<file path="src/rtl/lsf_pkg.sv">
// Package: shared definitions for the strong luma edge filter.
// Assumes: pixel sums need three guard bits above the pixel width.
package lsf_pkg;

    // Per-side filtering decision
    typedef enum logic [1:0] {
        SIDE_BYPASS = 2'd0,
        SIDE_WEAK   = 2'd1,
        SIDE_STRONG = 2'd2
    } side_mode_e;

    // Guard bits so that an 8-tap weighted sum cannot overflow
    localparam int SUM_GUARD = 3;

endpackage

</file>
<file path="src/rtl/lsf_gate.sv">
// Module: lsf_gate
// Decides whether the step across the edge is small enough for wide
// smoothing: |near_p - near_q| < (alpha >> 2) + 2.
// Assumes: unsigned pixels and alpha of PIX_W bits; purely combinational.
module lsf_gate #(
    parameter int PIX_W = 8
) (
    input  logic [PIX_W-1:0] near_p,
    input  logic [PIX_W-1:0] near_q,
    input  logic [PIX_W-1:0] alpha,
    output logic             close
);

    localparam int CMP_W = PIX_W + 1;

    logic [PIX_W-1:0] step;
    logic [CMP_W-1:0] limit;

    // Absolute difference of the two pixels next to the edge
    always_comb begin
        if (near_p > near_q) step = near_p - near_q;
        else                 step = near_q - near_p;
    end

    // Limit has one extra bit so that +2 cannot wrap
    always_comb limit = {1'b0, (alpha >> 2)} + CMP_W'(2);

    // Strict comparison: equality is not close
    always_comb close = ({1'b0, step} < limit);

endmodule

</file>
<file path="src/rtl/lsf_side.sv">
// Module: lsf_side
// Filters one side of the edge for one lane. n0..n3 are the pixels of
// this side (n0 nearest the edge); o0, o1 are the two nearest pixels of
// the opposite side. The same equations serve both sides by mirroring.
// Assumes: close comes from lsf_gate; purely combinational.
module lsf_side
    import lsf_pkg::*;
#(
    parameter int PIX_W = 8
) (
    input  logic [PIX_W-1:0] n0,
    input  logic [PIX_W-1:0] n1,
    input  logic [PIX_W-1:0] n2,
    input  logic [PIX_W-1:0] n3,
    input  logic [PIX_W-1:0] o0,
    input  logic [PIX_W-1:0] o1,
    input  logic             en,
    input  logic             smooth,
    input  logic             close,
    output logic [PIX_W-1:0] r0,
    output logic [PIX_W-1:0] r1,
    output logic [PIX_W-1:0] r2
);

    localparam int SUM_W = PIX_W + SUM_GUARD;

    side_mode_e       mode;
    logic [SUM_W-1:0] x0, x1, x2, x3, y0, y1;
    logic [SUM_W-1:0] s_near, s_mid, s_far, s_weak;

    // Zero-extend all taps to the sum width
    always_comb begin
        x0 = SUM_W'(n0);
        x1 = SUM_W'(n1);
        x2 = SUM_W'(n2);
        x3 = SUM_W'(n3);
        y0 = SUM_W'(o0);
        y1 = SUM_W'(o1);
    end

    // Pick the mode for this side
    always_comb begin
        if (!en)                  mode = SIDE_BYPASS;
        else if (smooth && close) mode = SIDE_STRONG;
        else                      mode = SIDE_WEAK;
    end

    // Weighted sums with rounding constants, before the shift
    always_comb begin
        s_near = x2 + (x1 << 1) + (x0 << 1) + (y0 << 1) + y1 + SUM_W'(4);
        s_mid  = x2 + x1 + x0 + y0 + SUM_W'(2);
        s_far  = (x3 << 1) + x2 + (x2 << 1) + x1 + x0 + y0 + SUM_W'(4);
        s_weak = (x1 << 1) + x0 + y1 + SUM_W'(2);
    end

    // Select the outputs of this side according to its mode
    always_comb begin
        unique case (mode)
            SIDE_STRONG: begin
                r0 = PIX_W'(s_near >> 3);
                r1 = PIX_W'(s_mid >> 2);
                r2 = PIX_W'(s_far >> 3);
            end
            SIDE_WEAK: begin
                r0 = PIX_W'(s_weak >> 2);
                r1 = n1;
                r2 = n2;
            end
            default: begin
                r0 = n0;
                r1 = n1;
                r2 = n2;
            end
        endcase
    end

endmodule

</file>
<file path="src/rtl/lsf_lane.sv">
// Module: lsf_lane
// One lane: evaluates the step test once and runs a mirrored copy of
// lsf_side for each side of the edge.
// Assumes: combinational; the top module registers the results.
module lsf_lane #(
    parameter int PIX_W = 8
) (
    input  logic [PIX_W-1:0] p3,
    input  logic [PIX_W-1:0] p2,
    input  logic [PIX_W-1:0] p1,
    input  logic [PIX_W-1:0] p0,
    input  logic [PIX_W-1:0] q0,
    input  logic [PIX_W-1:0] q1,
    input  logic [PIX_W-1:0] q2,
    input  logic [PIX_W-1:0] q3,
    input  logic [PIX_W-1:0] alpha,
    input  logic             en,
    input  logic             p_smooth,
    input  logic             q_smooth,
    output logic [PIX_W-1:0] rp0,
    output logic [PIX_W-1:0] rp1,
    output logic [PIX_W-1:0] rp2,
    output logic [PIX_W-1:0] rq0,
    output logic [PIX_W-1:0] rq1,
    output logic [PIX_W-1:0] rq2
);

    localparam int SIDES = 2;
    localparam int OWN_N = 4;
    localparam int OPP_N = 2;
    localparam int RES_N = 3;

    logic             close;
    logic [PIX_W-1:0] own [SIDES][OWN_N];
    logic [PIX_W-1:0] opp [SIDES][OPP_N];
    logic [PIX_W-1:0] res [SIDES][RES_N];
    logic             smth [SIDES];

    lsf_gate #(.PIX_W(PIX_W)) u_gate (
        .near_p (p0),
        .near_q (q0),
        .alpha  (alpha),
        .close  (close)
    );

    // Arrange the taps so that side 0 sees p and side 1 sees q as its own
    always_comb begin
        own[0][0] = p0; own[0][1] = p1; own[0][2] = p2; own[0][3] = p3;
        own[1][0] = q0; own[1][1] = q1; own[1][2] = q2; own[1][3] = q3;
        opp[0][0] = q0; opp[0][1] = q1;
        opp[1][0] = p0; opp[1][1] = p1;
        smth[0]   = p_smooth;
        smth[1]   = q_smooth;
    end

    for (genvar s = 0; s < SIDES; s++) begin : g_side
        lsf_side #(.PIX_W(PIX_W)) u_side (
            .n0     (own[s][0]),
            .n1     (own[s][1]),
            .n2     (own[s][2]),
            .n3     (own[s][3]),
            .o0     (opp[s][0]),
            .o1     (opp[s][1]),
            .en     (en),
            .smooth (smth[s]),
            .close  (close),
            .r0     (res[s][0]),
            .r1     (res[s][1]),
            .r2     (res[s][2])
        );
    end

    // Route the side results to the named outputs
    always_comb begin
        rp0 = res[0][0]; rp1 = res[0][1]; rp2 = res[0][2];
        rq0 = res[1][0]; rq1 = res[1][1]; rq2 = res[1][2];
    end

endmodule

</file>
<file path="src/rtl/luma_strong_filter.sv">
// Module: luma_strong_filter (top)
// Strong luma edge filter across LANES independent lanes, one register
// stage on the outputs. Lane n occupies bits [n*PIX_W +: PIX_W].
// Assumes: the smoothness flags are computed upstream; synchronous
// active-low reset clears the outputs.
module luma_strong_filter #(
    parameter int LANES = 4,
    parameter int PIX_W = 8
) (
    input  logic                   clk,
    input  logic                   rst_n,
    input  logic [LANES*PIX_W-1:0] p3,
    input  logic [LANES*PIX_W-1:0] p2,
    input  logic [LANES*PIX_W-1:0] p1,
    input  logic [LANES*PIX_W-1:0] p0,
    input  logic [LANES*PIX_W-1:0] q0,
    input  logic [LANES*PIX_W-1:0] q1,
    input  logic [LANES*PIX_W-1:0] q2,
    input  logic [LANES*PIX_W-1:0] q3,
    input  logic [LANES*PIX_W-1:0] alpha,
    input  logic [LANES-1:0]       filt_en,
    input  logic [LANES-1:0]       p_smooth,
    input  logic [LANES-1:0]       q_smooth,
    output logic [LANES*PIX_W-1:0] op0,
    output logic [LANES*PIX_W-1:0] op1,
    output logic [LANES*PIX_W-1:0] op2,
    output logic [LANES*PIX_W-1:0] oq0,
    output logic [LANES*PIX_W-1:0] oq1,
    output logic [LANES*PIX_W-1:0] oq2
);

    localparam int WORD_W = LANES * PIX_W;

    logic [WORD_W-1:0] nx_p0, nx_p1, nx_p2, nx_q0, nx_q1, nx_q2;

    for (genvar g = 0; g < LANES; g++) begin : g_lane
        lsf_lane #(.PIX_W(PIX_W)) u_lane (
            .p3       (p3[g*PIX_W +: PIX_W]),
            .p2       (p2[g*PIX_W +: PIX_W]),
            .p1       (p1[g*PIX_W +: PIX_W]),
            .p0       (p0[g*PIX_W +: PIX_W]),
            .q0       (q0[g*PIX_W +: PIX_W]),
            .q1       (q1[g*PIX_W +: PIX_W]),
            .q2       (q2[g*PIX_W +: PIX_W]),
            .q3       (q3[g*PIX_W +: PIX_W]),
            .alpha    (alpha[g*PIX_W +: PIX_W]),
            .en       (filt_en[g]),
            .p_smooth (p_smooth[g]),
            .q_smooth (q_smooth[g]),
            .rp0      (nx_p0[g*PIX_W +: PIX_W]),
            .rp1      (nx_p1[g*PIX_W +: PIX_W]),
            .rp2      (nx_p2[g*PIX_W +: PIX_W]),
            .rq0      (nx_q0[g*PIX_W +: PIX_W]),
            .rq1      (nx_q1[g*PIX_W +: PIX_W]),
            .rq2      (nx_q2[g*PIX_W +: PIX_W])
        );
    end

    // Output register stage with synchronous active-low clear
    always_ff @(posedge clk) begin
        if (!rst_n) begin
            op0 <= '0; op1 <= '0; op2 <= '0;
            oq0 <= '0; oq1 <= '0; oq2 <= '0;
        end else begin
            op0 <= nx_p0; op1 <= nx_p1; op2 <= nx_p2;
            oq0 <= nx_q0; oq1 <= nx_q1; oq2 <= nx_q2;
        end
    end

endmodule

</file>
<file path="config.mk">
export PLATFORM = sky130hd
export DESIGN_NAME = luma_strong_filter
export DESIGN_NICKNAME = d
export VERILOG_FILES = /design/src/rtl/lsf_pkg.sv /design/src/rtl/lsf_gate.sv /design/src/rtl/lsf_side.sv /design/src/rtl/lsf_lane.sv /design/src/rtl/luma_strong_filter.sv
export SDC_FILE = /design/constraint.sdc
export NUM_CORES = 2
export LEC_CHECK = 0
export BUFFER_PORTS_ARGS = -buffer_cell sky130_fd_sc_hd__buf_4
export CAP_MARGIN = 40
export CORE_ASPECT_RATIO = 1.4
export CORE_MARGIN = 2
export CORE_UTILIZATION = 42
export CTS_CLUSTER_SIZE = 24
export DETAILED_ROUTE_END_ITERATION = 6
export GPL_TIMING_DRIVEN = 0
export PLACE_DENSITY = 0.67
export SLEW_MARGIN = 15
export SYNTH_ARGS = -nofsm -noshare
export SYNTH_HDL_FRONTEND = slang
export SYNTH_SLANG_ARGS = --single-unit
</file>
<file path="constraint.sdc">
create_clock -name clk -period 3.75 [get_ports clk]
set_input_delay 0.1875 -clock clk [delete_from_list [all_inputs] [get_ports clk]]
set_output_delay 0.1875 -clock clk [all_outputs]
set_load 0.005 [all_outputs]
</file>
==> metrics.cfg <==
[setup_path]
timing.critical_path.cells=buf_4 > clkinvlp_4 > ha_1 > a21o_1 > a211o_1 > o21ai_2 > buf_6 > buf_4 > mux2_2 > ha_1 > a21bo_2 > a21oi_1 > o2111ai_1 > and3_4 > o21ai_2 > buf_2 > nand2_1 > a221oi_2
timing.critical_path.from=q0[5]
crit_family=compound AO/OA/AOI/OAI gates
cpPeakStageDelay_ns=0.38
required_ns=4.16
worstPathMaxFanout=10
slowest_stage=sky130_fd_sc_hd__a221oi_2
critical_path.startpoint_type=input port
critPathArrivalTime_ns=4.13
timing.critical_path.buf_inv=5
critical_path_cell_count=18
crit_path_capture_type=flop
critical_path_class=input port to flop

[yosys]
complex_gate_fraction_of_the_synthesized_area_pct=12.4
number_of_enable_flip_flop_cells_after_synthesis=0
synthCells=3861
synth.lib_cells_used.distinct=82
synthesis.area_per_instance_um2=9.13
synthXorXnorAreaFrac_pct=5.67
yosysSeqAreaShare_pct=10.9
post_synth_mux_area_share_pct=3.74
ys.warnings.count=0
post_synth_most_frequent_cells=920 x sky130_fd_sc_hd__inv_1, 548 x sky130_fd_sc_hd__fa_1, 464 x sky130_fd_sc_hd__ha_1
synth.cell_area_um2=35200
yosys.area_share.simple_pct=8.90
synth_top_family_by_area=adder cells
synth_fp_nets=5175
synth_top_cell_area_share_pct=31.1
yosysMostFrequentCell=sky130_fd_sc_hd__inv_1
postSynthRegisterBits=192
dominantRegCellSynth=sky130_fd_sc_hd__dfxtp_1
ys_top_cells_by_area=sky130_fd_sc_hd__fa_1 31%, sky130_fd_sc_hd__ha_1 16%, sky130_fd_sc_hd__dfxtp_1 11%, sky130_fd_sc_hd__inv_1 9.8%, sky130_fd_sc_hd__mux2i_1 3.2%
synth_largest_area_cell=sky130_fd_sc_hd__fa_1
synthAdderAreaFrac_pct=47.6
synthArstFlopShare_pct=0

[cts]
cts_tree=done
clock_tree.htree_level_count=4
cts-root-buf=sky130_fd_sc_hd__clkbuf_16
cts.clk_slew.worst_paths_ns=0.09
cts.sink_count=192
clock_tree.buffer_depth=2
cts_buffers=17

[pwr]
power_density_nw_per_um2=430
leakage_nw=22.4
power_w=0.0191
power_report.internal_total_w=0.00990
seq_power_share_pct=12.5
p_clk_share_pct=10.5
pwr-share-comb_pct=77.0
power.switching_fraction_pct=48.1
peakVddDrop_mv=0.447
switchingPower_w=0.00916

[hold_path]
holdCritStartpoint=p2[24]
hold_path_depth=3
worstHoldPathType=input port to flop

[global_routing]
grt_use_total_pct=28.1
initial_antenna_violation_count=18
first_pass_grt_wire_length_mm=182
maximum_number_of_pins_on_one_net_before_global_route_repair=19
first_global_vias=31716
grt.overflow.total=0

[layout]
area_growth_syn_to_layout_pct=25.7
final-instance-count-excl-fill=5683
filler_instances=7747
nNetsFinal=5894
proportion_of_layout_cells_with_a_drive_suffix_above_1_pct=19.9
combined_area_of_the_multi_input_logic_cells_um2=28700
sequential_cell_area_um2=3840

[place]
hpwlAfterDp_mm=99.9
placedCellCount=5439
dpl_worst_slack_ns=-1.22
routabilityCongestion=0.979
count_of_port_buffers_added_during_placement=484

[sta]
hold_viol=1
worst-slew-pin-transition_ns=0.835
grt_setup_unrepaired=true
tns_ns=0
timing.max_slew.rel_slack_pct=44.4
max_slew_violation_count=0
final.period_utilization_pct=99.2
finalSetupViolations=0
final_critical_path_setup_slack_ns=0.0311
achievable-frequency_ghz=0.269
finalCriticalPeriod_ns=3.72
finalHoldWorstSlack_ns=-0.00291

[detailed_routing]
post_drt_via_cell_ratio=5.27
antenna_violating_nets_post_route=0
drt_pre_antenna_iters=5
drt_iter0_markers=1480
route.vias.total=29951
routed_wire_length_per_instance_um=21.3
routed_wirelength_mm=121
route.detailed.drc=0

[floorplan]
dieWidth_um=249
start_util_pct=42.4
design.portCount=494
rows=125
die_area_um2=86300
core_region_area_um2=83000
die_h_um=347

[outcome]
failed_checks=negative hold slack
run_status=complete, but fails checks

[flow_run]
cap_viol_max_count=0

through the flow:
stage | hold slack, ns | cell area [um^2] | utilization [%]
finish | -0.00291 | 44300 | 53.3
global route | 0.0000508 | 44300 | 53.3
CTS | 0.000301 | 42700 | 51.4
detailed placement | 0.471 | 40500 | 48.8
global placement | 0.485 | 40400 | 48.6
floorplan | 0.296 | 35400 | -
repair_timing:
| item | CTS | global route |
|---|---|---|
| setup buffers | 42 | 61 |
| endpoints found under the setup margin | 190 | 187 |
| resized for setup | 74 | 252 |
| endpoints found under the hold margin | 96 | 1 |
| hold buffers | 96 | 1 |
| cloned | 0 | 3 |
| pin swaps | 16 | 75 |
power by group through the flow:
stage          clock network [W]  registers (W)  logic (W)
2_1_floorplan                  0        0.00246    0.00982
3_3_place_gp                   0        0.00243     0.0132
3_5_place_dp                   0        0.00243     0.0134
4_1_cts                  0.00206        0.00239     0.0138
5_1_grt                  0.00212        0.00241     0.0165
6_report                 0.00199        0.00239     0.0147
cells by family after synthesis:
logic type | Yosys count
compound gates | 675
xor+xnor | 228
fa+ha+maj | 1012
buf+inv | 991
flops | 192
mux | 126
simple gates | 637
cells in the final DEF, fill, tap and decap left out, drive strengths merged, types with 117 or more instances in the layout:
cell | synthesis | final
o21ai | 134 | 134
dfxtp | 192 | 192
fa | 548 | 548
nand2 | 145 | 145
ha | 464 | 464
xnor2 | 117 | 117
buf | 25 | 625
nor2 | 173 | 173
inv | 920 | 895
a21oi | 214 | 214
sequential cells by signal (all words and copies together) (netlist names):
name	count
oq2	32
op1	32
op2	32
oq0	32
op0	32
oq1	32
cell type report:
| type | count | share of cell area [%] |
|---|---|---|
| diodes | 11 | 0.0621 |
| repair buffers | 703 | 13.0 |
| clock buffers | 19 | 0.977 |
| well taps | 1079 | 3.05 |
| multi-input cells | 2678 | 64.8 |
| plain buffers | 68 | 1.03 |
| flip-flops and latches | 192 | 8.68 |
| clock inverters | 13 | 0.325 |
| inverters | 920 | 8.07 |
worst paths after layout:
check	end	slack, ns
hold / removal	op2[24]	-0.003
setup / recovery	op0[5]	0.03
metal layers:
layer  part of all wire (%)  track usage (%)
met1                     39             32.6
met2                     49             48.3
met3                    6.2             5.54
met4                    6.1             16.5
met5                  0.071                0
(Power assumes the default switching activity.)
